## src/rtl/ring_regs_pkg.sv

```systemverilog
package ring_regs_pkg;

  localparam int unsigned REG_W     = 32;
  localparam int unsigned NUM_WORDS = 8;

  typedef enum logic [2:0] {
    RW_BASE_LO = 3'd0,
    RW_BASE_HI = 3'd1,
    RW_SIZE    = 3'd2,
    RW_HEAD    = 3'd3,
    RW_TAIL    = 3'd4,
    RW_CTRL    = 3'd5,
    RW_CREDIT  = 3'd6,
    RW_SPARE   = 3'd7
  } ring_word_e;

  // Legal ring size: a power of two between 2 and 2**max_log2.
  function automatic logic size_is_legal(input logic [REG_W-1:0] v,
                                         input int unsigned max_log2);
    logic [REG_W:0] limit;
    limit = (REG_W+1)'(1) << max_log2;
    return (v >= REG_W'(2)) && ({1'b0, v} <= limit) &&
           ((v & (v - REG_W'(1))) == '0);
  endfunction

  // Forward distance from from_idx to to_idx on a ring with the given mask.
  function automatic logic [REG_W-1:0] ring_dist(input logic [REG_W-1:0] from_idx,
                                                 input logic [REG_W-1:0] to_idx,
                                                 input logic [REG_W-1:0] mask);
    return (to_idx - from_idx) & mask;
  endfunction

  // Index one slot ahead, wrapped by the mask.
  function automatic logic [REG_W-1:0] ring_next(input logic [REG_W-1:0] idx,
                                                 input logic [REG_W-1:0] mask);
    return (idx + REG_W'(1)) & mask;
  endfunction

endpackage

```

## src/rtl/ring_wr_decode.sv

```systemverilog
module ring_wr_decode
  import ring_regs_pkg::*;
(
  input  logic                 wr_en,
  input  logic [2:0]           wr_word,
  output logic [NUM_WORDS-1:0] wr_strobe
);

  for (genvar g = 0; g < NUM_WORDS; g++) begin : g_strobe
    assign wr_strobe[g] = wr_en && (wr_word == 3'(g));
  end

endmodule

```

## src/rtl/ring_base_reg.sv

```systemverilog
module ring_base_reg
  import ring_regs_pkg::*;
#(
  parameter int unsigned ALIGN_BITS = 3,
  localparam int unsigned ADDR_W = 2 * REG_W
) (
  input  logic              clk,
  input  logic              rst_n,
  input  logic              lo_we,
  input  logic              hi_we,
  input  logic [REG_W-1:0]  wdata,
  output logic [ADDR_W-1:0] base_addr
);

  logic [REG_W-1:0] lo_shadow;

  always_ff @(posedge clk) begin
    if (!rst_n) begin
      lo_shadow <= '0;
      base_addr <= '0;
    end else begin
      if (lo_we) lo_shadow <= {wdata[REG_W-1:ALIGN_BITS], {ALIGN_BITS{1'b0}}};
      if (hi_we) base_addr <= {wdata, lo_shadow};
    end
  end

endmodule

```

## src/rtl/ring_index_ctl.sv

```systemverilog
module ring_index_ctl
  import ring_regs_pkg::*;
#(
  parameter int unsigned MAX_LOG2 = 16,
  localparam int unsigned IDX_W  = MAX_LOG2,
  localparam int unsigned SIZE_W = MAX_LOG2 + 1
) (
  input  logic              clk,
  input  logic              rst_n,
  input  logic              size_we,
  input  logic              head_we,
  input  logic              ctrl_we,
  input  logic              base_we,
  input  logic [REG_W-1:0]  wdata,
  input  logic              cpl_pulse,
  output logic [SIZE_W-1:0] size_q,
  output logic [IDX_W-1:0]  head_idx,
  output logic [IDX_W-1:0]  tail_idx,
  output logic [IDX_W-1:0]  idx_mask,
  output logic              size_reject,
  output logic              head_accept,
  output logic              head_reject,
  output logic              idx_clear,
  output logic              tail_step
);

  logic [REG_W-1:0] mask_w, head_w, tail_w;
  logic             size_ok, head_fits, head_order_ok;

  assign mask_w   = REG_W'(size_q) - REG_W'(1);
  assign head_w   = REG_W'(head_idx);
  assign tail_w   = REG_W'(tail_idx);
  assign idx_mask = IDX_W'(mask_w);

  always_comb begin
    size_ok       = size_we && size_is_legal(wdata, MAX_LOG2);
    size_reject   = size_we && !size_ok;
    head_fits     = wdata < REG_W'(size_q);
    head_order_ok = ring_dist(tail_w, wdata, mask_w) >= ring_dist(tail_w, head_w, mask_w);
    head_accept   = head_we && head_fits && head_order_ok;
    head_reject   = head_we && !head_accept;
    idx_clear     = base_we || size_ok || (ctrl_we && wdata[0]);
    tail_step     = cpl_pulse && (head_idx != tail_idx);
  end

  always_ff @(posedge clk) begin
    if (!rst_n) begin
      size_q   <= SIZE_W'(2);
      head_idx <= '0;
      tail_idx <= '0;
    end else begin
      if (size_ok) size_q <= SIZE_W'(wdata);
      if (idx_clear) begin
        head_idx <= '0;
        tail_idx <= '0;
      end else begin
        if (head_accept) head_idx <= IDX_W'(wdata);
        if (tail_step)   tail_idx <= IDX_W'(ring_next(tail_w, mask_w));
      end
    end
  end

endmodule

```

## src/rtl/ring_read_mux.sv

```systemverilog
module ring_read_mux
  import ring_regs_pkg::*;
#(
  parameter int unsigned MAX_LOG2 = 16,
  localparam int unsigned IDX_W  = MAX_LOG2,
  localparam int unsigned SIZE_W = MAX_LOG2 + 1
) (
  input  logic [2:0]         rd_word,
  input  logic [2*REG_W-1:0] base_addr,
  input  logic [SIZE_W-1:0]  size_q,
  input  logic [IDX_W-1:0]   head_idx,
  input  logic [IDX_W-1:0]   tail_idx,
  input  logic [REG_W-1:0]   credits_q,
  output logic [REG_W-1:0]   rd_data
);

  always_comb begin
    case (ring_word_e'(rd_word))
      RW_BASE_LO: rd_data = base_addr[REG_W-1:0];
      RW_BASE_HI: rd_data = base_addr[2*REG_W-1:REG_W];
      RW_SIZE:    rd_data = REG_W'(size_q);
      RW_HEAD:    rd_data = REG_W'(head_idx);
      RW_TAIL:    rd_data = REG_W'(tail_idx);
      RW_CREDIT:  rd_data = credits_q;
      default:    rd_data = '0;
    endcase
  end

endmodule

```

## src/rtl/ring_ptr_regs.sv

```systemverilog
module ring_ptr_regs
  import ring_regs_pkg::*;
#(
  parameter int unsigned MAX_LOG2 = 16,
  localparam int unsigned IDX_W  = MAX_LOG2,
  localparam int unsigned SIZE_W = MAX_LOG2 + 1
) (
  input  logic               clk,
  input  logic               rst_n,
  input  logic               wr_en,
  input  logic [2:0]         wr_word,
  input  logic [REG_W-1:0]   wr_data,
  input  logic [2:0]         rd_word,
  output logic [REG_W-1:0]   rd_data,
  input  logic               cpl_pulse,
  output logic [2*REG_W-1:0] base_addr,
  output logic [IDX_W-1:0]   head_idx,
  output logic [IDX_W-1:0]   tail_idx,
  output logic               work_avail,
  output logic               ring_empty,
  output logic               ring_full
);

  logic [NUM_WORDS-1:0] wr_strobe;
  logic                 base_lo_we, base_hi_we;
  logic [SIZE_W-1:0]    size_q;
  logic [IDX_W-1:0]     idx_mask;
  logic                 size_reject, head_accept, head_reject, idx_clear, tail_step;
  logic [REG_W-1:0]     credits_q;
  logic                 unused_strobes;

  ring_wr_decode u_dec (
    .wr_en     (wr_en),
    .wr_word   (wr_word),
    .wr_strobe (wr_strobe)
  );

  assign base_lo_we     = wr_strobe[RW_BASE_LO];
  assign base_hi_we     = wr_strobe[RW_BASE_HI];
  assign unused_strobes = wr_strobe[RW_TAIL] | wr_strobe[RW_SPARE];

  ring_base_reg u_base (
    .clk       (clk),
    .rst_n     (rst_n),
    .lo_we     (base_lo_we),
    .hi_we     (base_hi_we),
    .wdata     (wr_data),
    .base_addr (base_addr)
  );

  ring_index_ctl #(.MAX_LOG2(MAX_LOG2)) u_idx (
    .clk         (clk),
    .rst_n       (rst_n),
    .size_we     (wr_strobe[RW_SIZE]),
    .head_we     (wr_strobe[RW_HEAD]),
    .ctrl_we     (wr_strobe[RW_CTRL]),
    .base_we     (base_lo_we | base_hi_we),
    .wdata       (wr_data),
    .cpl_pulse   (cpl_pulse),
    .size_q      (size_q),
    .head_idx    (head_idx),
    .tail_idx    (tail_idx),
    .idx_mask    (idx_mask),
    .size_reject (size_reject),
    .head_accept (head_accept),
    .head_reject (head_reject),
    .idx_clear   (idx_clear),
    .tail_step   (tail_step)
  );

  always_ff @(posedge clk) begin
    if (!rst_n)                    credits_q <= '0;
    else if (wr_strobe[RW_CREDIT]) credits_q <= wr_data;
  end

  assign ring_empty = (head_idx == tail_idx);
  assign ring_full  = (IDX_W'(ring_next(REG_W'(head_idx), REG_W'(idx_mask))) == tail_idx);
  assign work_avail = !ring_empty;

  ring_read_mux #(.MAX_LOG2(MAX_LOG2)) u_rd (
    .rd_word   (rd_word),
    .base_addr (base_addr),
    .size_q    (size_q),
    .head_idx  (head_idx),
    .tail_idx  (tail_idx),
    .credits_q (credits_q),
    .rd_data   (rd_data)
  );

endmodule

```

## config.mk

```make
export PLATFORM = sky130hd
export DESIGN_NAME = ring_ptr_regs
export DESIGN_NICKNAME = d
export VERILOG_FILES = /design/src/rtl/ring_regs_pkg.sv /design/src/rtl/ring_wr_decode.sv /design/src/rtl/ring_base_reg.sv /design/src/rtl/ring_index_ctl.sv /design/src/rtl/ring_read_mux.sv /design/src/rtl/ring_ptr_regs.sv
export SDC_FILE = /design/constraint.sdc
export NUM_CORES = 1
export LEC_CHECK = 0
export ABC_AREA = 1
export BUFFER_PORTS_ARGS = -buffer_cell sky130_fd_sc_hd__buf_2
export CAP_MARGIN = 15
export CORE_AREA = 2 2 145 147
export CTS_CLUSTER_DIAMETER = 50
export DETAILED_ROUTE_END_ITERATION = 6
export DIE_AREA = 0 0 147 149
export PLACE_DENSITY = 0.86
export SYNTH_ARGS = -nofsm -noshare
export SYNTH_HDL_FRONTEND = slang
export SYNTH_SLANG_ARGS = --single-unit
```

## constraint.sdc

```tcl
create_clock -name clk -period 11.9 [get_ports clk]
set_clock_uncertainty 0.15 [all_clocks]
set_input_delay 2.38 -clock clk [delete_from_list [all_inputs] [get_ports clk]]
set_output_delay 2.38 -clock clk [all_outputs]
set_load 0.05 [all_outputs]
```

# == Word level (Yosys, flattened, before mapping) ==
# Cells that the tools add are included.
# word_totals
input_bits,42
regBits,171
out_inout_bits,131
# classes
n_bitwise,7
magnitude_cmp,4
n_mux,1
n_addsub,6
n_eq_ne,13
reduce_logical,20
# ops
cell,n
32-bit case mux with 6 select lines,1
32-bit AND,3
16-bit by 1-bit adder with 16-bit output (second input constant),2
16-bit AND,2
16-bit equality test,2
32-bit by 2-bit greater-or-equal comparator with 1-bit output (second input constant),1
32-bit greater-or-equal comparator,1
32-bit by 17-bit <= comparator with 1-bit output (second input constant),1
32-bit zero test,1
32-bit by 17-bit < comparator with 1-bit output,1
32-bit by 1-bit subtractor with 32-bit output (second input constant),1
32-bit by 16-bit subtractor with 32-bit output,1
17-bit by 1-bit subtractor with 18-bit output (second input constant),1
16-bit by 16-bit subtractor with 17-bit output,1
16-bit != test,1
1-bit logical AND,13
3-bit by 2-bit equality test with 1-bit output (second input constant),4
3-bit equality test (second input constant),4
3-bit by 1-bit equality test with 1-bit output (second input constant),2
3-bit zero test,2
1-bit logical OR,2
2-bit OR reduction,1
1-bit zero test,1
1-bit NOT,1
1-bit bitwise OR,1

# == Longest topological paths before layout ==
# logic_depth
depth_word,8
ltp_mapped,29
depth_no_buf,27

# == By module ==
# From an unflattened synthesis, not the netlist that was laid out.
# hier_totals
cells_unflattened,2325
hier_area_um2,13678.1
# modules_own_cells
mod,seq_area_each_um2,instances,cells_each,area_each_um2
ring_index_ctl,980.9,1,1128,6587.6
ring_base_reg,1801.7,1,545,3614.7
ring_ptr_regs,640.6,1,339,2080.7
ring_read_mux,0.0,1,296,1331.3
ring_wr_decode,0.0,1,17,63.8

# == Worst setup path before layout ==
# Ideal clock, no wire load.
# synth_timing
path_type,in2out
startpoint,input rd_word[0]
endpoint,output rd_data[0]
cell_stages,5
arrival_ps,4216
slack_ps,5154
path_cell_list,inv_1 nor3_1 clkbuf_1 inv_1 o21ai_0
# synth_via
elab_chain_len,2
elab_cells_between_ends,7
cone_classes,5 x eq/ne; 1 x mux; 1 x reduce/logical
# synth_lines
element,line_no,text
from (decl),ring_ptr_regs.sv:13,"input logic [2:0] rd_word,"
"3-bit equality test, or another cell as far along",ring_read_mux.sv:18,case (ring_word_e'(rd_word))
32-bit case mux with 6 select lines (*),ring_read_mux.sv:18,
to (decl),ring_ptr_regs.sv:14,"output logic [REG_W-1:0] rd_data,"
# Mark *: on every way between the ends. The rest lies on a longest branch, timed or not.

# == Worst setup path in the final report ==
# layout_timing
startpoint,input rd_word[0]
endpoint,output rd_data[10]
# The elaborated chain is that of the path after synthesis.

==> metrics <==
EDFF count, synth 0; Pwr Density 99.7 nW/um2; initial antenna violation count 0; Slew Viols, Final 0; setup total negative slack 0 ns; syn_area_per_cell approximately 6.4 um2; Die Area 21900 um2; Synth Area in Compound Gates 0.194; Synth Area in XOR/XNOR 0.0219; Leak Pwr 6.41 nW; Worst setup SP type input pin; RSZ-0062 raised after global routing no; gr ovfl total 0; most common cell after layout, fill and taps aside nand2_1; post-synthesis cell count 1878; worst hold path type reg2reg; Crit. End Element primary output; Vias per Instance 5.98; TritonCTS clock tree done; Int Power 0.917 mW; first-pass GRT wire length 66000 um; arrival time worst endpoint 4.25 ns; Peak supply drop 106 uV; post-detail-place hpwl 30700 um; total chip power 1.35 mW; Iter 0 DRT Violations 1518; GRT Overall Usage 0.376; CP max FO 29; drt total wl 41600 um; drt first pass iters 6; vias in the first global route 12615; sequential-to-total area share from yosys stat 0.286; hold buffer count at cts 0; GP Congestion 1.04; CP required between 9 and 10 ns; simple-gate share of the synthesized area 0.319; Worst Hold Depth 2; Sw Share 0.322; Starting Density 0.583; synth warn 0; #FFs+latches synth 171; post-CTS resize count 0; Post-CTS Setup Inserts 0; worst-skew pair later-pin latency approximately 0.45 ns; Reg2Reg Depth 23; # clock sinks approximately 170; chip width 147 um; sequential share of power 0.440; commonest non-fill, non-tap cells in the layout nand2_1 (408), nor2_1 (245), inv_1 (193), a21oi_1 (181), o21ai_0 (176); I/O Buffers 169; slew of the pin with the lowest slew margin 1.15 ns; post-synthesis adder-cell area fraction 0.0900; ys flop type dfxtp_1; multiplexer share of the synthesized area 0; final net count around 2100; clock slew at reported path FFs 0.08 ns; Root Buffer clkbuf_16; CP Class in2out; combinational family with the most area after synthesis simple AND/OR/NAND/NOR gates; Hold Violations, Final 0; setup violators final 0; status finished clean; Die Ht 149 um; post-route ant nets 0; fmax 147 MHz; DR WL/cell 18.1 um; Async S/R FF share, synth 0; IO Pins 173; Combinational Power Share 0.128; DRC 0; CTS Buffer Depth 2; # rows 53; Final Cycle Share 0.570; largest net degree at the start of global routing between 100 and 150; Area Growth Syn to Fin 13.3%; TritonCTS buffer count 17; Unique masters post-synth 52; Slew HR 0.230; Max Cap Viol 0; CORE AREA 20600 um2; R2R setup slack 6.36 ns; synthesized area 12000 um2; P_sw approximately 0.44 mW; Via Count 13736; minimum clock period ~6.8 ns; fraction of layout cells with a size suffix above 1 0.132; Clk pwr share 0.433; CTS H-Tree Depth 4
[worst max-delay path: stages]
cell and delay [ns]:
buf_2 0.13, nor2_1 0.14, nand2_1 0.07, inv_1 0.82, nand2_1 0.15, o2111ai_1 0.20, buf_2 0.33
[metal layers]
metal	share of wire	up-vias	global-route usage
met5	0	-	0
li1	-	6512	-
met3	0.11	132	0.0645
met4	0.045	0	0.171
met2	0.45	828	0.608
met1	0.39	6264	0.494
[through the flow]
stage / cells / util / worst slack [ns] / hold slack, ns / cell area [um2]
5_1_grt: 2297 / 0.660 / 5.05 / 0.334 / 13600
6_report: 2298 / 0.660 / 5.12 / 0.306 / 13600
3_3_place_gp: 2264 / 0.630 / 5.15 / 0.286 / 13000
2_1_floorplan: 1880 / - / 5.15 / 0.280 / 12000
3_5_place_dp: 2264 / 0.630 / 5.15 / 0.294 / 13000
4_1_cts: 2296 / 0.660 / 5.14 / 0.307 / 13600
[state kept, by name (all words and copies together) (netlist names)]
name,flops
u_base.lo_shadow,29
u_idx.size_q,17
u_base.base_addr,61
credits_q,32
u_idx.head_idx,16
u_idx.tail_idx,16
[cells in the mapped netlist, types with 2 or more instances]
library cell / number / area [um2]
nor3_1: 32 / 160
fa_1: 2 / 40.0
inv_1: 193 / 724
a31oi_1: 4 / 25.0
a22oi_1: 17 / 128
o21ai_0: 176 / 881
a21o_1: 4 / 30.0
inv_2: 6 / 22.5
nor2_2: 4 / 25.0
nand4_1: 34 / 213
a221oi_1: 3 / 26.3
o2111ai_1: 4 / 35.0
nand2_1: 408 / 1530
buf_4: 3 / 22.5
buf_6: 4 / 45.0
a221o_1: 5 / 50.1
or2_2: 12 / 75.1
buf_2: 8 / 40.0
nor4_1: 10 / 62.6
xnor2_1: 6 / 52.6
a21oi_1: 181 / 906
nor2_1: 246 / 923
nand2_2: 15 / 93.8
nand3_1: 124 / 621
nor2_4: 5 / 56.3
xor2_1: 24 / 210
o211ai_1: 5 / 37.5
buf_1: 3 / 11.3
nand3_2: 2 / 20.0
ha_1: 83 / 1040
o21bai_1: 4 / 30.0
dfxtp_1: 171 / 3420
o21a_1: 4 / 30.0
clkinv_1: 3 / 11.3
o21ai_1: 8 / 40.0
clkbuf_1: 49 / 184
[final cells by class]
class                   instances  area (um2)
diodes                          1        2.50
well taps                     275         344
fillers                      1815        6990
repair buffers                178         913
clock buffers                  18         439
clock inverters                14         168
flip-flops and latches        171        3420
inverters                     202         758
multi-input cells            1439        7520
[kinds of logic after synthesis]
kind of cell / count (synthesis)
AO/OA/AOI/OAI: 425
XOR/XNOR: 30
adder cells (fa/ha/maj): 85
buffers and inverters: 270
flip-flops: 171
other: 1
AND/OR/NAND/NOR: 896
[final timing paths]
path | startpoint | endpoint
max | rd_word[0] | rd_data[10]
min | u_base.lo_shadow[24]$_SDFFE_PN0P_ | u_base.lo_shadow[24]$_SDFFE_PN0P_
max reg2reg | u_idx.tail_idx[0]$_SDFFE_PP0P_ | u_idx.head_idx[12]$_SDFFE_PP0P_
min reg2reg | u_base.lo_shadow[24]$_SDFFE_PN0P_ | u_base.lo_shadow[24]$_SDFFE_PN0P_
[power groups by stage]
stage	clock network, mW	logic [mW]	registers (mW)
floorplan	0	0.0893	0.630
global placement	0	0.165	0.607
detailed placement	0	0.167	0.607
CTS	0.582	0.169	0.594
global route	0.605	0.185	0.596
finish	0.585	0.173	0.594
Note: power is estimated with default switching activity, not from simulation.
